**src/rtl/i2c_am_pkg.sv**
```systemverilog
package i2c_am_pkg;

  localparam int BYTE_W  = 8;
  localparam int SHORT_W = 7;
  localparam int LONG_W  = 10;
  localparam int HI_W    = LONG_W - BYTE_W;
  localparam int TAG_W   = BYTE_W - HI_W - 1;

  typedef enum logic [1:0] {
    ST_IDLE,
    ST_FIRST,
    ST_LOW,
    ST_DONE
  } amState_t;

  // Comparison results from the datapath to the control
  typedef struct packed {
    logic hit1;
    logic hit2;
    logic hdrHit;
    logic lowHit;
    logic rwBit;
  } amCmp_t;

  // Strobes from the control to the datapath
  typedef struct packed {
    logic setMatch;
    logic slot2;
    logic dirTx;
    logic clrDir;
  } amStb_t;

endpackage

```
**src/rtl/am_datapath.sv**
```systemverilog
module am_datapath
  import i2c_am_pkg::*;
#(
  parameter logic [TAG_W-1:0] HDR_TAG = 5'b11110
) (
  input  logic                clk,
  input  logic                rstN,
  input  logic [BYTE_W-1:0]   byteData,
  input  logic                dualEnable,
  input  logic                evtIrqEnable,
  input  logic [LONG_W-1:0]   ownAddr1,
  input  logic [SHORT_W-1:0]  ownAddr2,
  input  logic                sr1Read,
  input  logic                sr2Read,
  input  amStb_t              stb,
  output amCmp_t              cmp,
  output logic                addrMatched,
  output logic                dualHit,
  output logic                txMode,
  output logic                evtIrq
);

  logic matchFlag;
  logic sr1Seen;

  // Address comparators
  always_comb begin
    cmp.hit1   = (byteData[BYTE_W-1:1] == ownAddr1[SHORT_W-1:0]);
    cmp.hit2   = dualEnable && (byteData[BYTE_W-1:1] == ownAddr2);
    cmp.hdrHit = (byteData[BYTE_W-1:HI_W+1] == HDR_TAG) &&
                 (byteData[HI_W:1] == ownAddr1[LONG_W-1:BYTE_W]);
    cmp.lowHit = (byteData == ownAddr1[BYTE_W-1:0]);
    cmp.rwBit  = byteData[0];
  end

  // Matched flag with two-step clear
  always_ff @(posedge clk) begin
    if (!rstN) begin
      matchFlag <= 1'b0;
      sr1Seen   <= 1'b0;
    end else if (stb.setMatch) begin
      matchFlag <= 1'b1;
      sr1Seen   <= 1'b0;
    end else if (matchFlag && sr1Seen && sr2Read) begin
      matchFlag <= 1'b0;
      sr1Seen   <= 1'b0;
    end else if (matchFlag && sr1Read) begin
      sr1Seen   <= 1'b1;
    end
  end

  // Direction and address slot
  always_ff @(posedge clk) begin
    if (!rstN) begin
      dualHit <= 1'b0;
      txMode  <= 1'b0;
    end else if (stb.setMatch) begin
      dualHit <= stb.slot2;
      txMode  <= stb.dirTx;
    end else if (stb.clrDir) begin
      txMode  <= 1'b0;
    end
  end

  assign addrMatched = matchFlag;
  assign evtIrq      = matchFlag & evtIrqEnable;

  a_r8_clear_order: assert property (@(posedge clk) disable iff (!rstN)
    $fell(matchFlag) |-> $past(sr2Read));

  a_r1_flag_source: assert property (@(posedge clk) disable iff (!rstN)
    $rose(matchFlag) |-> $past(stb.setMatch));

  a_r3_slot_needs_dual: assert property (@(posedge clk) disable iff (!rstN)
    $rose(dualHit) |-> $past(dualEnable));

  a_r4_tx_source: assert property (@(posedge clk) disable iff (!rstN)
    $rose(txMode) |-> $past(stb.setMatch));

endmodule

```
**src/rtl/am_control.sv**
```systemverilog
module am_control
  import i2c_am_pkg::*;
(
  input  logic   clk,
  input  logic   rstN,
  input  logic   byteValid,
  input  logic   startStb,
  input  logic   rstartStb,
  input  logic   stopStb,
  input  logic   tenBitMode,
  input  logic   ackEnable,
  input  amCmp_t cmp,
  output amStb_t stb,
  output logic   ackOut
);

  amState_t state, nextState;
  logic     tenArmed, nextArmed;
  logic     accept;

  always_comb begin
    nextState    = state;
    nextArmed    = tenArmed;
    accept       = 1'b0;
    stb.setMatch = 1'b0;
    stb.slot2    = 1'b0;
    stb.dirTx    = 1'b0;
    stb.clrDir   = 1'b0;
    if (stopStb) begin
      nextState  = ST_IDLE;
      nextArmed  = 1'b0;
      stb.clrDir = 1'b1;
    end else if (startStb) begin
      nextState  = ST_FIRST;
      nextArmed  = 1'b0;
      stb.clrDir = 1'b1;
    end else if (rstartStb) begin
      nextState  = ST_FIRST;
      stb.clrDir = 1'b1;
    end else if (byteValid) begin
      unique case (state)
        ST_FIRST: begin
          if (tenBitMode && cmp.hdrHit) begin
            if (!cmp.rwBit) begin
              accept    = 1'b1;
              nextState = ST_LOW;
            end else if (tenArmed) begin
              accept       = 1'b1;
              stb.setMatch = 1'b1;
              stb.dirTx    = 1'b1;
              nextState    = ST_DONE;
            end else begin
              nextState = ST_IDLE;
            end
          end else if (!tenBitMode && cmp.hit1) begin
            accept       = 1'b1;
            stb.setMatch = 1'b1;
            stb.dirTx    = cmp.rwBit;
            nextState    = ST_DONE;
          end else if (cmp.hit2) begin
            accept       = 1'b1;
            stb.setMatch = 1'b1;
            stb.slot2    = 1'b1;
            stb.dirTx    = cmp.rwBit;
            nextState    = ST_DONE;
          end else begin
            nextState = ST_IDLE;
          end
        end
        ST_LOW: begin
          if (cmp.lowHit) begin
            accept       = 1'b1;
            stb.setMatch = 1'b1;
            nextArmed    = 1'b1;
            nextState    = ST_DONE;
          end else begin
            nextArmed = 1'b0;
            nextState = ST_IDLE;
          end
        end
        default: nextState = state;
      endcase
    end
  end

  always_ff @(posedge clk) begin
    if (!rstN) begin
      state    <= ST_IDLE;
      tenArmed <= 1'b0;
      ackOut   <= 1'b0;
    end else begin
      state    <= nextState;
      tenArmed <= nextArmed;
      ackOut   <= accept && ackEnable;
    end
  end

  a_r2_ack_gated: assert property (@(posedge clk) disable iff (!rstN)
    ackOut |-> $past(ackEnable && byteValid));

  a_r9_stop_idle: assert property (@(posedge clk) disable iff (!rstN)
    stopStb |=> (state == ST_IDLE));

  a_r6_read_needs_arm: assert property (@(posedge clk) disable iff (!rstN)
    (state == ST_FIRST && byteValid && tenBitMode && cmp.hdrHit && cmp.rwBit &&
     !tenArmed && !stopStb && !startStb && !rstartStb) |=> !ackOut);

endmodule

```
**src/rtl/i2c_addr_match.sv**
```systemverilog
module i2c_addr_match
  import i2c_am_pkg::*;
(
  input  logic        clk,
  input  logic        rstN,
  input  logic        byteValid,
  input  logic [7:0]  byteData,
  input  logic        startStb,
  input  logic        rstartStb,
  input  logic        stopStb,
  input  logic        tenBitMode,
  input  logic        dualEnable,
  input  logic        ackEnable,
  input  logic        evtIrqEnable,
  input  logic [9:0]  ownAddr1,
  input  logic [6:0]  ownAddr2,
  input  logic        sr1Read,
  input  logic        sr2Read,
  output logic        ackOut,
  output logic        addrMatched,
  output logic        dualHit,
  output logic        txMode,
  output logic        evtIrq
);

  amCmp_t cmp;
  amStb_t stb;

  am_control u_ctrl (
    .clk       (clk),
    .rstN      (rstN),
    .byteValid (byteValid),
    .startStb  (startStb),
    .rstartStb (rstartStb),
    .stopStb   (stopStb),
    .tenBitMode(tenBitMode),
    .ackEnable (ackEnable),
    .cmp       (cmp),
    .stb       (stb),
    .ackOut    (ackOut)
  );

  am_datapath u_dp (
    .clk         (clk),
    .rstN        (rstN),
    .byteData    (byteData),
    .dualEnable  (dualEnable),
    .evtIrqEnable(evtIrqEnable),
    .ownAddr1    (ownAddr1),
    .ownAddr2    (ownAddr2),
    .sr1Read     (sr1Read),
    .sr2Read     (sr2Read),
    .stb         (stb),
    .cmp         (cmp),
    .addrMatched (addrMatched),
    .dualHit     (dualHit),
    .txMode      (txMode),
    .evtIrq      (evtIrq)
  );

endmodule

```
**config.mk**
```make
export PLATFORM = sky130hd
export DESIGN_NAME = i2c_addr_match
export DESIGN_NICKNAME = d
export VERILOG_FILES = /design/src/rtl/i2c_am_pkg.sv /design/src/rtl/am_datapath.sv /design/src/rtl/am_control.sv /design/src/rtl/i2c_addr_match.sv
export SDC_FILE = /design/constraint.sdc
export NUM_CORES = 1
export LEC_CHECK = 0
export BUFFER_PORTS_ARGS = -buffer_cell sky130_fd_sc_hd__buf_2
export CAP_MARGIN = 20
export CORE_MARGIN = 3
export CORE_UTILIZATION = 40
export DETAILED_ROUTE_END_ITERATION = 10
export HOLD_SLACK_MARGIN = 0.05
export MAX_ROUTING_LAYER = met4
export PLACE_DENSITY = 0.8
export SYNTH_ARGS = -nofsm -noshare
export SYNTH_HDL_FRONTEND = slang
export SYNTH_HIERARCHICAL = 1
export SYNTH_SLANG_ARGS = --single-unit
```
**constraint.sdc**
```tcl
create_clock -name clk -period 1.8 [get_ports clk]
set_clock_uncertainty 0.2 [all_clocks]
set_input_delay 0.09 -clock clk [delete_from_list [all_inputs] [get_ports clk]]
set_output_delay 0.09 -clock clk [all_outputs]
set_load 0.01 [all_outputs]
```
==> results of run 1 <==
## worst max-delay path: stages
cell     delay (ns)
buf_2          0.16
nand4_1        0.21
nor4_4         0.39
nand3_2        0.14
a31o_2         0.27
a21oi_4        0.17
mux2i_1        0.22
nor2b_1        0.06
## what timing repair did
action / in CTS / in global routing
setup endpoints to repair: 0 / 4
hold endpoints to repair: 8 / 0
gates resized for setup: 0 / 13
buffers inserted: 0 / 2
hold buffers: 7 / 0
## sequential cells by signal, indices dropped and copies added, names as in the netlist
name and count:
u_ctrl/ackOut 1, u_ctrl/state 2, u_ctrl/tenArmed 1, u_dp/addrMatched 1
u_dp/dualHit 1, u_dp/sr1Seen 1, u_dp/txMode 1
## cells in the final DEF (no fill, tap or decap), types with 3 or more instances in the layout
| cell | count |
|---|---|
| a21oi_1 | 3 |
| buf_2 | 41 |
| buf_4 | 20 |
| clkbuf_4 | 3 |
| dfxtp_1 | 7 |
| dlygate4sd3_1 | 7 |
| inv_1 | 3 |
| mux2i_1 | 4 |
| nand2_1 | 5 |
| nand4_1 | 6 |
| nor2b_1 | 3 |
| nor3_1 | 3 |
| xnor2_1 | 15 |
| xnor2_2 | 4 |
| xor2_1 | 5 |
## cells by family after synthesis
group	synth area share [%]
simple gates	33.0
flops	19.8
fa+ha+maj	3.09
buf+inv	3.70
compound gates	9.57
mux	4.94
xor+xnor	25.9
## how the worst max path moves through the flow
stage | startpoint | end | slack [ns] | depth (start not counted)
after detailed placement | byteData[1] | u_dp/dualHit | -0.20 | 9
after global placement | byteData[5] | u_dp/dualHit | -0.12 | 8
after CTS | u_ctrl/state[0] | u_dp/dualHit | 0.05 | 7
final | byteData[4] | u_dp/dualHit | 0.04 | 8
after floorplan | byteData[7] | u_dp/dualHit | 0.04 | 7
after global routing | byteData[4] | u_dp/txMode | -0.05 | 9
## through the flow
stage                     instances  instance area (sq um)  util [%]  setup TNS (ns)  hold WS (ns)
final                           188                   1360      74.8               0        0.0891
after global routing            188                   1360      74.8          -0.147        0.0981
after CTS                       186                   1270      69.8               0        0.0634
after detailed placement        176                   1180      64.7          -0.760         0.129
after global placement          176                   1180      64.7          -0.348         0.125
after floorplan                  94                    826         -               0       -0.0307
## layer usage
metal	up-vias	global-route usage, %	wire length (um)
met5	-	-	0
met4	0	2.69	25
met3	4	2.62	143
met2	43	41.8	1590
met1	474	20.7	948
li1	485	-	-
## layout make-up
| cell class | count | area (sq um) |
|---|---|---|
| tap | 25 | 31.3 |
| timing repair buffer | 68 | 425 |
| sequential | 8 | 161 |
| multi-input combinational | 81 | 711 |
| fill | 153 | 458 |
| clock buffer | 3 | 22.5 |
| inverter | 3 | 11.3 |
## power breakdown
part / switching [mW] / total [mW] / internal, mW
clock: 0.0635 / 0.140 / 0.0765
sequential: 0.00135 / 0.180 / 0.179
combinational: 0.0935 / 0.203 / 0.109
total: 0.158 / 0.523 / 0.365
==> impl_metrics.csv, run 1 <==
group,metric,value,unit
run_status,status,"complete, no violations",
yosys,ys_seq_area_share,19.8,%
clock_network,clk_pin_slew_worst_paths,0.06,ns
die,coreArea,1820,sq um
sta,setup_slack,0.0414,ns
critical_path,startpoint_type,"input port",
place,hpwl,2.02,mm
critical_path,worstReg2RegEnd,"u_dp/dualHit",
global_routing,antenna_found_initial,0,
hold_path,hp-class,"in2reg",
sta,slew_violations,0,
sta,period_minus_slack,1.76,ns
yosys,synth.avg_cell_area,8.63,sq um
global_routing,grt_pass1_vias,1007,
die,start_util,44.5,%
yosys,synth_area,811,sq um
sta,setup_viol_count_final,0,
pwr,peakVddDrop,0.363,mV
critical_path,worstReg2RegStart,"u_ctrl/state[0]",
global_routing,grt_max_degree,9,
die,rows,15,
hold_path,holdCritStartpoint,"byteValid",
die,fp.dieArea,2600,sq um
yosys,ys_ff_latch,8,
die,die_height,51.0,um
yosys,synth.area.top_cells,"xnor2_1 21%, dfxtp_1 20%, xor2_1 5.4%",
hold_path,min_to,"u_ctrl/tenArmed",
hold_path,holdPathStages,4,
clock_network,clock_path_buffers,2,
yosys,synth-edff-count,0,
clock_network,cts_num_sinks,8,
sta,slew_headroom,76.6,%
critical_path,crit_required,1.74,ns
layout,drive_gt1_share,50.3,%
layout,syn_to_final_growth,68.1,%
clock_network,cts_tree,"built",
die,die_w,51.0,um
sta,period_share,97.7,%
sta,tightest_slew,0.349,ns
route,first_pass_iters,4,
yosys,ys.flop_type,"dfxtp_1",
global_routing,gr-total-overflow,0,
place,io_buffers,41,
route,drt_iter0_markers,33,
yosys,synth_top_area_share,20.5,%
critical_path,critPathMaxFanout,4,
yosys,yosysMostFrequentCell,"xnor2_1",
route,num_vias,1006,
pwr,powerDensity,384,nW/um^2
critical_path,worstPathArrival,1.70,ns
pwr,p_leak,0.589,nW
clock_network,root_buffer,"clkbuf_4",
layout,nets,204,
clock_network,insertion_delay,0.26,ns
yosys,synth_nets,133,
sta,fmax,0.569,GHz
route,via_per_inst,5.35,
yosys,syn_inst,94,
pwr,total_power,523,uW
route,wl,2.71,mm
yosys,synth_top_cell_by_area,"xnor2_1",
clock_network,cts_max_level,1,
critical_path,crit_path_end_kind,"register",
sta,hold_viol,0,
critical_path,path_class,"in2reg",
yosys,yosys_warnings,6,
global_routing,grt_pass1_wl,4.05,mm
yosys,async_flop_share,0,%
place,gp_congestion,0.816,
die,ios,42,
route,routedWlPerCell,14.4,um
yosys,synthTopCellsByCount,"19 x xnor2_1, 8 x dfxtp_1, 6 x nand4_1, 5 x nand2_1, 5 x xor2_1",
layout,diodes,0,
job,max_cap_violations,0,
place,dp_worst_setup_slack,-0.202,ns
yosys,ys_types,32,
global_routing,gr-usage-all-layers,20.5,%
route,antenna_left,0,
route,drc,0,
critical_path,rrSetupSlack,0.11,ns
critical_path,worstRegToRegCells,7,
clock_network,cts_buffers,3,
Power figures use the tool's default switching activity.
==> run 2, diff against run 1 <==
--- a/config.mk
+++ b/config.mk
@@ -7,7 +7,6 @@
 export LEC_CHECK = 0
 export BUFFER_PORTS_ARGS = -buffer_cell sky130_fd_sc_hd__buf_2
 export CAP_MARGIN = 20
-export CORE_MARGIN = 3
 export CORE_UTILIZATION = 40
 export DETAILED_ROUTE_END_ITERATION = 10
 export HOLD_SLACK_MARGIN = 0.05
==> impl_metrics.csv, run 2 (same netlist as run 1, synthesis figures left out) <==
group,metric,value,unit
pwr,powerDensity,390,nW/um^2
layout,largest_reg_flops,2,
critical_path,worstReg2RegEnd,"u_dp/dualHit",
hold_path,min_to,"u_ctrl/state[0]",
global_routing,gr-usage-all-layers,25.8,%
hold_path,hp-class,"in2reg",
clock_network,clock_path_buffers,2,
pwr,p_leak,0.584,nW
critical_path,worstReg2RegStart,"u_ctrl/state[0]",
critical_path,path_class,"in2reg",
job,max_cap_violations,0,
critical_path,rrSetupSlack,0.09,ns
layout,final_cell_mix,"35 x buf_2, 18 x buf_4, 15 x xnor2_1",
place,dp.cells,175,
critical_path,critPathMaxFanout,4,
clock_network,cts_tree,"built",
place,hpwl,1.84,mm
run_status,status,"complete, no violations",
die,fp.dieArea,2210,sq um
clock_network,cts_buffers,3,
sta,setup_tns,0,ns
clock_network,root_buffer,"clkbuf_4",
die,rows,15,
die,die_w,47.0,um
layout,stdcell_count,185,
layout,nets,201,
route,drt_iter0_markers,54,
clock_network,postCtsSetupRepairBufs,0,
global_routing,grt_max_degree,9,
sta,period_share,97.4,%
global_routing,antenna_found_initial,0,
sta,setup_viol_count_final,0,
critical_path,crit_path_end_kind,"register",
critical_path,crit_required,1.75,ns
hold_path,holdCritStartpoint,"tenBitMode",
critical_path,worstPathCellList,"buf_4 > xnor2_2 > nand4_1 > nor4_4 > o31ai_2 > a31o_2 > a21oi_4 > mux2i_1 > nor2b_1",
route,antenna_left,0,
critical_path,worstRegToRegCells,7,
sta,hold_ws,0.126,ns
layout,top_register,"u_ctrl/state",
layout,drive_gt1_share,48.8,%
route,met1_length,1.02,mm
place,gp_congestion,0.882,
route,num_vias,1013,
die,coreArea,1820,sq um
die,die_height,47.0,um
route,routed.top_layer,"met4",
hold_path,holdPathStages,3,
sta,fmax,0.570,GHz
pwr,total_power,532,uW
die,start_util,44.5,%
layout,diodes,0,
route,wl_met3,157,um
critical_path,startpoint_type,"input port",
sta,slew_violations,0,
clock_network,clk_pin_slew_worst_paths,0.06,ns
critical_path,crit_path_top_delay_cell,"nor4_4",
pwr,peakVddDrop,0.398,mV
layout,layout_commonest_cell,"buf_2",
die,ios,42,
layout,syn_to_final_growth,68.1,%
sta,period_minus_slack,1.75,ns
clock_network,cts_max_level,1,
place,io_buffers,41,
route,via_per_inst,5.48,
sta,tightest_slew,0.347,ns
global_routing,grt_pass1_vias,896,
route,wl,2.77,mm
route,routedWlPerCell,14.9,um
sta,slew_headroom,76.7,%
route,wl_met2,1.51,mm
global_routing,gr-total-overflow,0,
sta,hold_viol,0,
critical_path,slowest_delay,0.36,ns
clock_network,cts_num_sinks,8,
critical_path,worstPathArrival,1.70,ns
global_routing,grt_pass1_wl,3.85,mm
route,first_pass_iters,4,
route,drc,0,
critical_path,cp-startpoint,"byteData[5]",
clock_network,insertion_delay,0.26,ns
## run 2: changes by cell type in the layout (fill, tap and decap cells not counted), sizes merged
cell / previous run / this run
buf: 61 / 58
## run 2: timing repair
| item | CTS | global route |
|---|---|---|
| resized for setup | 0 | 23 |
| hold buffers | 7 | 0 |
| endpoints found under the setup margin | 0 | 3 |
| hold endpoints to repair | 8 | 0 |
## run 2: how the worst max path moves through the flow
stage | endpoint | depth (start not counted)
2_1_floorplan | u_dp/dualHit | 7
3_3_place_gp | u_dp/dualHit | 9
3_5_place_dp | u_dp/dualHit | 9
4_1_cts | u_dp/dualHit | 7
5_1_grt | u_dp/dualHit | 9
6_report | u_dp/dualHit | 9
## run 2: power by group
part | leakage (nW) | internal (mW) | switching [mW]
clock | 0.0138 | 0.0767 | 0.0667
sequential | 0.0650 | 0.179 | 0.00142
combinational | 0.505 | 0.115 | 0.0926
## run 2: metrics by stage
step	utilization [%]	worst slack [ns]	instance area, sq um
floorplan	-	0.0410	826
global placement	64.3	-0.144	1170
finish	74.8	0.0469	1360
detailed placement	64.3	-0.213	1170
global route	74.8	-0.0585	1360
CTS	69.4	0.0374	1260
## run 2: critical path, delay by kind of cell
kind / cells / cell delay (ns)
compound gates: 3 / 0.54
xor+xnor: 1 / 0.13
buf+inv: 1 / 0.14
mux: 1 / 0.21
simple gates: 3 / 0.59
## run 2: metal layers
metal | GRT usage [%] | vias to the layer above
met5 | - | -
met3 | 6.15 | 12
met4 | 4.00 | 0
met1 | 28.8 | 463
met2 | 46.9 | 58
li1 | - | 480
## run 2: final cells by class
cell class	instances	area, sq um
Clock buffer	3	22.5
Fill cell	124	458
Inverter	3	11.3
Multi-Input combinational cell	81	699
Sequential cell	8	161
Tap cell	25	31.3
Timing Repair Buffer	65	437
==> run 3, diff against run 2 <==
--- a/config.mk
+++ b/config.mk
@@ -7,12 +7,11 @@
 export LEC_CHECK = 0
 export BUFFER_PORTS_ARGS = -buffer_cell sky130_fd_sc_hd__buf_2
 export CAP_MARGIN = 20
-export CORE_UTILIZATION = 40
+export CORE_UTILIZATION = 39
 export DETAILED_ROUTE_END_ITERATION = 10
 export HOLD_SLACK_MARGIN = 0.05
 export MAX_ROUTING_LAYER = met4
 export PLACE_DENSITY = 0.8
 export SYNTH_ARGS = -nofsm -noshare
 export SYNTH_HDL_FRONTEND = slang
-export SYNTH_HIERARCHICAL = 1
 export SYNTH_SLANG_ARGS = --single-unit
==> impl_metrics.csv, run 3 <==
group,metric,value,unit
sta,fmax,0.580,GHz
yosys,ys_seq_area_share,21.6,%
yosys,synthSimpleGateAreaFrac,32.2,%
yosys,synth_top_family_by_area,"simple AND/OR/NAND/NOR gates",
global_routing,grt_max_degree,6,
sta,tightest_slew,0.309,ns
run_status,status,"complete, no violations",
critical_path,crit_path_top_delay_cell,"dfxtp_1",
yosys,synth_xor_area_share,28.3,%
layout,final_cell_mix,"41 x buf_2, 15 x xnor2_1, 11 x nand2_1",
critical_path,cp-startpoint,"u_ctrl.state[1]",
critical_path,worstPathCellList,"ha_4 > nand2b_4 > nor4_4 > a21boi_4 > mux2i_1",
place,gp_congestion,0.823,
pwr,total_power,467,uW
yosys,yosys_warnings,0,
layout,diodes,0,
global_routing,gr-usage-all-layers,20.4,%
yosys,yosysMostFrequentCell,"xnor2_1",
layout,top_register,"u_ctrl.state",
hold_path,hp-class,"in2reg",
global_routing,grt_pass1_vias,779,
yosys,synth_top_cell_by_area,"dfxtp_1",
clock_network,clock_path_buffers,2,
critical_path,critPathBufInv,0,
route,num_vias,862,
die,die_w,45.6,um
die,rows,15,
place,dp.cells,162,
global_routing,use_met3,1.19,%
sta,slew_violations,0,
critical_path,worstReg2RegStart,"u_ctrl.state[1]",
hold_path,holdCritStartpoint,"dualEnable",
clock_network,cts_tree,"built",
yosys,synth.area.top_cells,"dfxtp_1 22%, xnor2_1 18%, xor2_1 11%",
yosys,synthMuxAreaShare,2.70,%
die,start_util,42.5,%
route,via_per_inst,4.98,
layout,stdcell_count,173,
place,dp_worst_setup_slack,-0.00343,ns
yosys,ys_types,30,
sta,setup_slack,0.0770,ns
route,drc,0,
die,coreArea,1750,sq um
clock_network,cts_num_sinks,8,
pwr,p_leak,0.470,nW
yosys,async_flop_share,0,%
layout,drive_gt1_share,38.5,%
pwr,switching_share,27.6,%
die,ios,42,
layout,syn_to_final_growth,55.3,%
place,io_buffers,41,
critical_path,path_class,"reg2reg",
place,hpwl,1.54,mm
pwr,peakVddDrop,0.264,mV
critical_path,crit_required,1.78,ns
yosys,ys_ff_latch,8,
global_routing,grt_pass1_wl,2.99,mm
die,die_height,45.6,um
pwr,p_int,338,uW
sta,slew_headroom,79.2,%
route,antenna_left,0,
route,first_pass_iters,4,
yosys,syn_inst,93,
layout,layout_commonest_cell,"buf_2",
yosys,synthAdderAreaFrac,3.37,%
route,wl,1.94,mm
critical_path,cp_top_family,"flip-flops",
clock_network,cts_max_level,1,
critical_path,startpoint_type,"register",
global_routing,met2_usage,37.4,%
pwr,powerDensity,405,nW/um^2
layout,nets,189,
layout,fillers,152,
pwr,p_switching,129,uW
pwr,p_seq_share,38.5,%
layout,largest_reg_flops,2,
yosys,synth_area,742,sq um
global_routing,antenna_found_initial,0,
sta,setup_viol_count_final,0,
pwr,p_clk_share,29.0,%
global_routing,gr-usage-met1,22.2,%
clock_network,insertion_delay,0.25,ns
yosys,synth_compound_area_share,10.8,%
yosys,ys.flop_type,"dfxtp_1",
global_routing,gr-total-overflow,0,
yosys,synth.avg_cell_area,7.98,sq um
yosys,synthTopCellsByCount,"15 x xnor2_1, 12 x nand2_1, 9 x xor2_1, 8 x dfxtp_1",
critical_path,worstPathArrival,1.70,ns
route,routedWlPerCell,11.2,um
clock_network,root_buffer,"clkbuf_4",
die,fp.dieArea,2080,sq um
yosys,synth_top_area_share,21.6,%
clock_network,cts_buffers,3,
job,max_cap_violations,0,
sta,period_share,95.7,%
route,drt_iter0_markers,14,
yosys,synth_nets,132,
sta,hold_viol,0,
layout,post-route-util,66.0,%
global_routing,busiest_layer,"met2",
yosys,synth-edff-count,0,
pwr,pwr-share-comb,32.5,%
clock_network,clk_pin_slew_worst_paths,0.06,ns
sta,period_minus_slack,1.72,ns
critical_path,slowest_delay,0.39,ns
critical_path,crit_path_end_kind,"register",
critical_path,critPathMaxFanout,4,
[run 3: per-layer routing]
metal | up-vias | routed length, um
met5 | - | 0
met4 | 0 | 12
met3 | 2 | 101
met2 | 34 | 1030
met1 | 383 | 792
li1 | 443 | -
[run 3: area by class of cell]
| class | instances | area (sq um) | area share [%] |
|---|---|---|---|
| Clock buffer | 3 | 22.5 | 1.95 |
| Inverter | 2 | 7.51 | 0.651 |
| Multi-Input combinational cell | 83 | 622 | 54.0 |
| Sequential cell | 8 | 161 | 14.0 |
| Tap cell | 25 | 31.3 | 2.71 |
| Timing Repair Buffer | 52 | 308 | 26.7 |
[run 3: through the flow]
| step | area (sq um) | hold WS (ns) | setup TNS, ns |
|---|---|---|---|
| 3_3_place_gp | 1000 | 0.130 | 0 |
| 3_5_place_dp | 1000 | 0.130 | -0.00343 |
| 2_1_floorplan | 742 | -0.0307 | 0 |
| 5_1_grt | 1150 | 0.102 | -0.0135 |
| 6_report | 1150 | 0.0706 | 0 |
| 4_1_cts | 1110 | 0.0699 | 0 |
[run 3: power by group through the flow]
stage / clock network [mW] / logic [mW] / registers, mW
final: 0.135 / 0.152 / 0.180
after CTS: 0.139 / 0.146 / 0.179
after detailed placement: 0 / 0.133 / 0.183
after global routing: 0.147 / 0.165 / 0.180
after floorplan: 0 / 0.0597 / 0.183
after global placement: 0 / 0.128 / 0.183
[run 3: worst paths after layout]
kind	endpoint	slack, ns	cells past startpoint
worst max-delay path	u_dp.dualHit	0.08	5
worst max register to register	u_dp.dualHit	0.08	5
worst min-delay path	u_dp.dualHit	0.07	5
worst min register to register	u_dp.dualHit	0.26	2
[run 3: logic make-up after synthesis]
family | Yosys count
AND/OR/NAND/NOR | 43
flip-flops | 8
multiplexers | 2
XOR/XNOR | 24
adder cells (fa/ha/maj) | 2
AO/OA/AOI/OAI | 12
buffers and inverters | 2
[run 3: repair_timing]
item,in CTS,in global routing
setup buffers,0,0
setup endpoints to repair,1,4
hold buffers,8,0
endpoints found under the hold margin,7,0
resized for setup,1,7
pin swaps,0,2
[run 3: worst reg2reg max path, delay by kind of cell (launching register included)]
family                     cells  cell delay [ns]
muxes                          1             0.19
and+or+nand+nor                2             0.38
AOI/OAI and AO/OA              1             0.26
adders and majority gates      1             0.23
DFF                            1             0.39
